**src/rtl/uart_rdy_pkg.sv**
```systemverilog
`timescale 1ns/1ps
package uart_rdy_pkg;

  localparam int CFG_W        = 6;
  localparam int CFG_EN_BIT   = 0;
  localparam int CFG_CLRRX_BIT = 1;
  localparam int CFG_CLRTX_BIT = 2;
  localparam int CFG_BLK_BIT  = 3;
  localparam int CFG_TRG_LSB  = 4;

  typedef struct packed {
    logic [1:0] trig_sel;
    logic       blk;
    logic       en;
  } rdy_cfg_t;

  // receive trigger level in bytes for each select code
  function automatic int unsigned trig_bytes(input logic [1:0] sel);
    case (sel)
      2'd0:    return 8;
      2'd1:    return 16;
      2'd2:    return 56;
      default: return 60;
    endcase
  endfunction

endpackage

```
**src/rtl/byte_fifo.sv**
```systemverilog
`timescale 1ns/1ps
module byte_fifo #(
  parameter int DEPTH = 128,
  parameter int DW    = 8,
  localparam int AW   = $clog2(DEPTH),
  localparam int CW   = $clog2(DEPTH + 1)
) (
  input  logic          clk,
  input  logic          rst_n,
  input  logic [CW-1:0] cap,
  input  logic          push,
  input  logic [DW-1:0] push_data,
  input  logic          pop,
  input  logic          clr,
  output logic [DW-1:0] head,
  output logic [CW-1:0] cnt,
  output logic [CW-1:0] cnt_nxt,
  output logic          full,
  output logic          empty
);

  logic [DW-1:0] mem [DEPTH];
  logic [AW-1:0] wr_ptr, rd_ptr;
  logic          push_ok, pop_ok;

  function automatic logic [AW-1:0] bump(input logic [AW-1:0] p);
    return (p == AW'(DEPTH - 1)) ? '0 : p + 1'b1;
  endfunction

  assign full    = (cnt >= cap);
  assign empty   = (cnt == '0);
  assign push_ok = push && !full;
  assign pop_ok  = pop && !empty;
  assign head    = mem[rd_ptr];

  always_comb begin
    if (clr) cnt_nxt = '0;
    else     cnt_nxt = cnt + CW'(push_ok) - CW'(pop_ok);
  end

  always_ff @(posedge clk or negedge rst_n) begin
    if (!rst_n) begin
      wr_ptr <= '0;
      rd_ptr <= '0;
      cnt    <= '0;
    end else begin
      cnt <= cnt_nxt;
      if (clr) begin
        wr_ptr <= '0;
        rd_ptr <= '0;
      end else begin
        if (push_ok) wr_ptr <= bump(wr_ptr);
        if (pop_ok)  rd_ptr <= bump(rd_ptr);
      end
    end
  end

  always_ff @(posedge clk) begin
    if (push_ok && !clr) mem[wr_ptr] <= push_data;
  end

endmodule

```
**src/rtl/rdy_ctrl.sv**
```systemverilog
`timescale 1ns/1ps
module rdy_ctrl #(
  parameter int CW = 8
) (
  input  logic          clk,
  input  logic          rst_n,
  input  logic          en,
  input  logic          blk,
  input  logic [CW-1:0] trig,
  input  logic [CW-1:0] rx_cnt,
  input  logic [CW-1:0] rx_cnt_nxt,
  input  logic          rx_timeout,
  input  logic [CW-1:0] tx_cnt,
  input  logic          tx_full,
  output logic          rxrdy_n,
  output logic          txrdy_n
);

  logic blk_on;
  logic hold_q, hold_d;

  assign blk_on = en & blk;

  // block-mode receive hold: set at trigger or timeout, released on empty
  always_comb begin
    if (!blk_on)                  hold_d = 1'b0;
    else if (rx_cnt_nxt == '0)    hold_d = 1'b0;
    else if (hold_q || rx_timeout || (rx_cnt_nxt >= trig)) hold_d = 1'b1;
    else                          hold_d = 1'b0;
  end

  always_ff @(posedge clk or negedge rst_n) begin
    if (!rst_n) hold_q <= 1'b0;
    else        hold_q <= hold_d;
  end

  always_comb begin
    if (blk_on) begin
      rxrdy_n = ~hold_q;
      txrdy_n = tx_full;
    end else begin
      rxrdy_n = (rx_cnt == '0);
      txrdy_n = (tx_cnt != '0);
    end
  end

endmodule

```
**src/rtl/uart_fifo_rdy.sv**
```systemverilog
`timescale 1ns/1ps
module uart_fifo_rdy
  import uart_rdy_pkg::*;
#(
  parameter int DEPTH = 128,
  parameter int DW    = 8,
  localparam int CW   = $clog2(DEPTH + 1)
) (
  input  logic             clk,
  input  logic             rst_n,
  input  logic             cfg_wr,
  input  logic [CFG_W-1:0] cfg_data,
  input  logic             host_wr,
  input  logic [DW-1:0]    host_wdata,
  input  logic             host_rd,
  output logic [DW-1:0]    host_rdata,
  input  logic             rxs_valid,
  input  logic [DW-1:0]    rxs_data,
  output logic             rxs_ready,
  output logic             txs_valid,
  output logic [DW-1:0]    txs_data,
  input  logic             txs_ready,
  input  logic             rx_timeout,
  output logic             rxrdy_n,
  output logic             txrdy_n,
  output logic             err_tx_ovf,
  output logic             err_rx_unf
);

  rdy_cfg_t      cfg_q;
  logic          en_flip, clr_rx, clr_tx;
  logic [CW-1:0] cap, trig;
  logic [CW-1:0] rx_cnt, rx_cnt_nxt, tx_cnt, tx_cnt_nxt;
  logic          rx_full, rx_empty, tx_full, tx_empty;

  assign en_flip = cfg_wr && (cfg_data[CFG_EN_BIT] != cfg_q.en);
  assign clr_rx  = (cfg_wr && cfg_data[CFG_CLRRX_BIT]) || en_flip;
  assign clr_tx  = (cfg_wr && cfg_data[CFG_CLRTX_BIT]) || en_flip;
  assign cap     = cfg_q.en ? CW'(DEPTH) : CW'(1);
  assign trig    = CW'(trig_bytes(cfg_q.trig_sel));

  always_ff @(posedge clk or negedge rst_n) begin
    if (!rst_n) begin
      cfg_q <= '0;
    end else if (cfg_wr) begin
      cfg_q.en       <= cfg_data[CFG_EN_BIT];
      cfg_q.blk      <= cfg_data[CFG_BLK_BIT];
      cfg_q.trig_sel <= cfg_data[CFG_TRG_LSB +: 2];
    end
  end

  byte_fifo #(.DEPTH(DEPTH), .DW(DW)) u_rxq (
    .clk(clk), .rst_n(rst_n), .cap(cap),
    .push(rxs_valid), .push_data(rxs_data),
    .pop(host_rd), .clr(clr_rx),
    .head(host_rdata), .cnt(rx_cnt), .cnt_nxt(rx_cnt_nxt),
    .full(rx_full), .empty(rx_empty)
  );

  byte_fifo #(.DEPTH(DEPTH), .DW(DW)) u_txq (
    .clk(clk), .rst_n(rst_n), .cap(cap),
    .push(host_wr), .push_data(host_wdata),
    .pop(txs_ready), .clr(clr_tx),
    .head(txs_data), .cnt(tx_cnt), .cnt_nxt(tx_cnt_nxt),
    .full(tx_full), .empty(tx_empty)
  );

  assign rxs_ready = !rx_full;
  assign txs_valid = !tx_empty;

  rdy_ctrl #(.CW(CW)) u_rdy (
    .clk(clk), .rst_n(rst_n),
    .en(cfg_q.en), .blk(cfg_q.blk), .trig(trig),
    .rx_cnt(rx_cnt), .rx_cnt_nxt(rx_cnt_nxt), .rx_timeout(rx_timeout),
    .tx_cnt(tx_cnt), .tx_full(tx_full),
    .rxrdy_n(rxrdy_n), .txrdy_n(txrdy_n)
  );

  always_ff @(posedge clk or negedge rst_n) begin
    if (!rst_n) begin
      err_tx_ovf <= 1'b0;
      err_rx_unf <= 1'b0;
    end else begin
      if (host_wr && tx_full)  err_tx_ovf <= 1'b1;
      if (host_rd && rx_empty) err_rx_unf <= 1'b1;
    end
  end

endmodule

```
**config.mk**
```make
export PLATFORM = sky130hd
export DESIGN_NAME = uart_fifo_rdy
export DESIGN_NICKNAME = d
export VERILOG_FILES = /design/src/rtl/uart_rdy_pkg.sv /design/src/rtl/byte_fifo.sv /design/src/rtl/rdy_ctrl.sv /design/src/rtl/uart_fifo_rdy.sv
export SDC_FILE = /design/constraint.sdc
export NUM_CORES = 2
export LEC_CHECK = 0
export BUFFER_PORTS_ARGS = -buffer_cell sky130_fd_sc_hd__buf_2
export CAP_MARGIN = 30
export CORE_MARGIN = 3
export CORE_UTILIZATION = 50
export CTS_BUF_LIST = sky130_fd_sc_hd__clkbuf_2
export DETAILED_ROUTE_END_ITERATION = 16
export GPL_ROUTABILITY_DRIVEN = 0
export PLACE_DENSITY_LB_ADDON = 0.15
export SLEW_MARGIN = 20
export SYNTH_ARGS = -nofsm -noshare
export SYNTH_HDL_FRONTEND = slang
export SYNTH_SLANG_ARGS = --single-unit
```
**constraint.sdc**
```tcl
create_clock -name clk -period 10.4 [get_ports clk]
set_input_delay 1.04 -clock clk [delete_from_list [all_inputs] [get_ports clk]]
set_output_delay 1.04 -clock clk [all_outputs]
set_load 0.05 [all_outputs]
```
After elaboration in Yosys (flattened, before gate mapping)
Memory sizes are Yosys's and may differ from the RTL's.
Index checks and enable logic that the tools add are counted.

storage, ports and cells
  bits in registers = 51
  bits in writable memories = 2048
  bits of input ports = 30
  output and inout port bits = 22
  word-level logic and storage cells = 89
  memories kept = 2

memory list
  name       depth  width  rd ports  clocked after Yosys merged registers in  write ports  RTL line         source
  u_rxq.mem  128    8      1         0                                        1            byte_fifo.sv:22  logic [DW-1:0] mem [DEPTH];
  u_txq.mem  128    8      1         0                                        1            byte_fifo.sv:22

operators by class
  add/subtract/negate cells = 8
  $lt $le $gt $ge = 3
  equal/unequal tests = 7
  multiplexer cells = 25
  bitwise gates (word level) = 2
  reduce and logical (&&, ||, !) cells = 30

operators with widths
  kind                                                                    count
  7-bit two-way mux                                                       12
  7-bit by 1-bit adder with 7-bit output (second input constant)          4
  7-bit equality test (second input constant)                             4
  8-bit logical NOT                                                       3
  8-bit two-way mux                                                       3
  6-bit case mux with 3 select lines                                      1
  8-bit by 1-bit adder with 8-bit output                                  2
  8-bit >= comparator                                                     2
  8-bit by 1-bit subtractor with 8-bit output                             2
  1-bit logical AND                                                       11
  1-bit two-way mux                                                       9
  8-bit by 6-bit >= comparator with 1-bit output                          1
  2-bit nonzero test                                                      4
  8-bit nonzero test                                                      1
  1-bit logical NOT                                                       6
  1-bit logical OR                                                        4
  2-bit by 1-bit equality test with 1-bit output (second input constant)  1
  2-bit equality test (second input constant)                             1
  2-bit logical NOT                                                       1
  1-bit bitwise AND                                                       1
  1-bit != test                                                           1
  1-bit NOT                                                               1

Logic depth before layout (Yosys ltp)
  depth in word-level cells = 12
  gate-level depth with buffers = 18
  mapped depth without buffers = 18

Cells and area by module
From an unflattened synthesis, not the netlist that was laid out.

second synthesis, totals
  cells, all modules = 4770
  area, all modules = 84532.3 µm²

by module, submodules not included
  module              instances  cells each  area each (µm²)  sequential area each (µm²)
  byte_fifo at u_rxq  1          2362        42024.1          31300.0
  byte_fifo at u_txq  1          2342        41920.2          31300.0
  rdy_ctrl            1          41          296.5            25.0
  uart_fifo_rdy       1          25          291.5            150.1

Worst setup path before layout
OpenSTA, ideal clock, no wires.

  path type = register to output
  start = register u_rxq.rd_ptr[0]
  end = output port host_rdata[6]
  data arrival time = 3.253 ns
  data required time = 9.360 ns
  slack = 6.107 ns
  stages on the path, launching flop included = 10
  buffers on the path = 5
  cells stage by stage = dfrtp_1 -> buf_6 -> buf_8 -> buf_6 -> buf_6 -> buf_2 -> mux4_2 -> a22oi_1 -> nand3_1 -> nor4_1

on the way
  word-level cells in the longest chain between the ends = 1

RTL lines
  item                      RTL line             source
  start: declaration        byte_fifo.sv:23      logic [AW-1:0] wr_ptr, rd_ptr;
  start signal: assignment  byte_fifo.sv:53      if (pop_ok) rd_ptr <= bump(rd_ptr);
  memory 128 x 8 bit        -
  end: declaration          uart_fifo_rdy.sv:16  output logic [DW-1:0] host_rdata,

No other way between the ends.

Worst setup path after layout
  start = register u_txq.rd_ptr[0]
  end = output port txs_data[5]

on the way
  word-level cells in the longest chain between the ends = 1

RTL lines
  item                      RTL line             source
  start: declaration        byte_fifo.sv:23
  start signal: assignment  byte_fifo.sv:53
  memory 128 x 8 bit        -
  end: declaration          uart_fifo_rdy.sv:21  output logic [DW-1:0] txs_data,

No other way between the ends.

==> impl_metrics.env <==
export IMPL_grt_total_usage=0.244
export IMPL_setup_slack_ns=2.91
export IMPL_power_total_uw=17800
export IMPL_port_buffers=51
export IMPL_post_drt_via_cell_ratio=5.96
export IMPL_required_ns=9.36
export IMPL_dp_hpwl_mm=124
export IMPL_numCtsBuffers=547
export IMPL_skew_ns=0.137
export IMPL_drc=0
export IMPL_cp_start_kind="flop"
export IMPL_dieHeight_um=414
export IMPL_yosysMostFrequentCell="edfxtp_1"
export IMPL_grt_max_degree=105
export IMPL_clk_pin_slew_ns=0.11
export IMPL_ys_ff_latch=2099
export IMPL_clk_path_buf_depth=4
export IMPL_layout_drive_gt1_share=0.273
export IMPL_yosys_warnings=0
export IMPL_routed_wl_mm=210
export IMPL_antenna_found_initial=4
export IMPL_finalMaxSlewViolations=0
export IMPL_grt_pass1_vias=44707
export IMPL_syn_area_um2=83300
export IMPL_critPathMaxFanout=46
export IMPL_dr_pass1_iters=6
export IMPL_cts_tree="yes"
export IMPL_final_nets=4836
export IMPL_multi_input_comb_area_um2=18800
export IMPL_core_area_um2=165000
export IMPL_end_kind="primary output"
export IMPL_maxCapViolCount=0
export IMPL_cts_resized_gates=0
export IMPL_critPathArrivalTime_ns=6.45
export IMPL_rsz0062_at_grt="no"
export IMPL_synthTopCellsByCount="2048 x edfxtp_1, 364 x mux4_2, 338 x nor2_1"
export IMPL_ant_nets=0
export IMPL_dp_slack_ns=4.73
export IMPL_finalSetupViolations=0
export IMPL_p_leak_uw=0.0295
export IMPL_wl_per_cell_um=28.7
export IMPL_ir_drop_mv=0.165
export IMPL_die_x_um=414
export IMPL_tns_ns=0
export IMPL_register_area_um2=62800
export IMPL_gr_total_overflow=0
export IMPL_hold_ws_ns=0.282
export IMPL_stdcell_count=7308
export IMPL_initial_core_util=0.504
export IMPL_tightest_slew_ns=1.19
export IMPL_hold_path_class="in2reg"
export IMPL_max_freq_ghz=0.134
export IMPL_synth_top_area_frac=0.738
export IMPL_dpl_cell_count=6332
export IMPL_syn_num_nets=4291
export IMPL_status="finished clean"
export IMPL_final_hold_violation_count=0
export IMPL_synthCells=4223
export IMPL_slew_headroom=0.207
export IMPL_die_area_um2=172000
export IMPL_vias=43571
export IMPL_critical_path_class="reg2out"
export IMPL_cellPowerDensity_nw_per_um2=196
export IMPL_grt_pass1_wl_mm=307
export IMPL_clkSinkCount=2099
export IMPL_worstSkewPairLatency_ns=1.81
export IMPL_syn2layout_area_growth_pct=9.13
export IMPL_yosys_area_top_type="edfxtp_1"
export IMPL_async_reset_ff_frac=0.0243
export IMPL_drt_iter0_markers=4335
export IMPL_period_needed_ns=7.49
export IMPL_synth_flop_cell="edfxtp_1"
export IMPL_rows=149
export IMPL_syn_avg_cell_area_um2=19.7
export IMPL_synth_edf_count=2048
export IMPL_io_pins=52
export IMPL_synth_cell_types=77
export IMPL_clockRootBuffer="clkbuf_2"
export IMPL_ys_seq_area_frac=0.753
export IMPL_synth_top_cells_by_area="edfxtp_1 74%, mux4_2 9.8%, mux2i_1 3.7%, dfrtp_1 1.5%, nor2_1 1.5%"
export IMPL_fillers=12926
export IMPL_period_share=0.720
export IMPL_htree_levels=6
placed cells by master, fill, tap and decap left out, types with 13 or more instances in the layout:
cell,count
clkbuf_2,771
o22ai_1,66
inv_2,20
mux2i_1,310
nor2_1,334
nor2b_1,21
mux2_2,20
a211oi_1,46
o21ai_0,57
nand3_1,46
xnor2_1,13
buf_4,124
ha_1,36
mux4_1,26
buf_2,37
nor3_1,33
inv_1,38
dlygate4sd3_1,46
edfxtp_1,2048
a21oi_1,69
clkinv_1,85
a22oi_1,58
nand4_1,25
dfrtp_1,45
a22o_1,14
o221ai_1,40
nand2_1,104
mux4_2,364
report_power, final:
group          total, µW  leakage (µW)  switching, µW  internal (µW)
Clock               5370       0.00354           3260           2110
Sequential          9470        0.0191            129           9340
Combinational       3010       0.00695           1760           1250
Total              17800        0.0295           5140          12700
final cells by class:
class                           count  area share
Antenna cell                        9    0.000248
Inverter                           40     0.00165
Sequential cell                  2099       0.690
Multi-Input combinational cell   1855       0.207
Clock buffer                      771      0.0424
Timing Repair Buffer              225      0.0213
Clock inverter                    120     0.00684
Tap cell                         2189      0.0301
logic make-up after synthesis:
kind of cell               Yosys count  share of synthesized area
AOI/OAI and AO/OA                  430                     0.0357
xor gates and xnor gates            24                    0.00252
adders and majority gates           38                    0.00589
buffers and inverters              269                     0.0215
DFF                               2099                      0.753
muxes                              720                      0.147
and+or+nand+nor                    643                     0.0347
critical path, cell delays in order (launching register included):
cell,delay [ns]
dfrtp_4,1.01
buf_4,0.69
buf_4,0.74
mux4_2,0.35
a211oi_1,0.09
a22oi_1,0.40
nand4b_1,0.14
a211oi_1,0.67
buf_2,0.40
metal layers:
metal | GRT usage | routed length (µm) | up-vias
li1 | - | - | 18714
met1 | 0.330 | 84800 | 22542
met2 | 0.398 | 104000 | 1918
met3 | 0.0479 | 14500 | 397
met4 | 0.0909 | 6820 | 0
met5 | 0 | 0 | -
flip-flops by register name (all words and copies together), names as in the netlist:
name,count
u_rdy.hold_q,1
u_rxq.wr_ptr,7
u_rxq.rd_ptr,7
u_rxq.cnt,8
err_rx_unf,1
u_txq.cnt,8
u_txq.rd_ptr,7
u_txq.mem,1024
err_tx_ovf,1
cfg_q,4
u_txq.wr_ptr,7
u_rxq.mem,1024
metrics by stage:
stage,utilization,cell area (µm²)
floorplan,-,83300
detailed placement,0.518,85600
global placement,0.517,85400
CTS,0.548,90600
global route,0.550,90900
finish,0.550,90900
path summary, 6_finish.rpt:
| check | from | end | slack [ns] | depth (start not counted) |
|---|---|---|---|---|
| min in group asynchronous | rst_n | err_tx_ovf | 0.47 | 4 |
| setup / recovery | u_txq.rd_ptr[0] | txs_data[5] | 2.91 | 8 |
| hold reg to reg | err_rx_unf | err_rx_unf | 0.47 | 1 |
| max in group asynchronous | rst_n | u_rxq.rd_ptr[0] | 9.31 | 4 |
| setup reg to reg | cfg_q[0] | u_txq.mem[98][1] | 5.81 | 8 |
| hold / removal | host_wdata[1] | u_txq.mem[120][1] | 0.28 | 2 |
timing repair:
action | 4_1_cts | 5_1_grt
setup buffers | 0 | 0
hold endpoints to repair | 845 | 0
hold buffers | 46 | 0
Note: power is estimated with default switching activity, not from simulation.
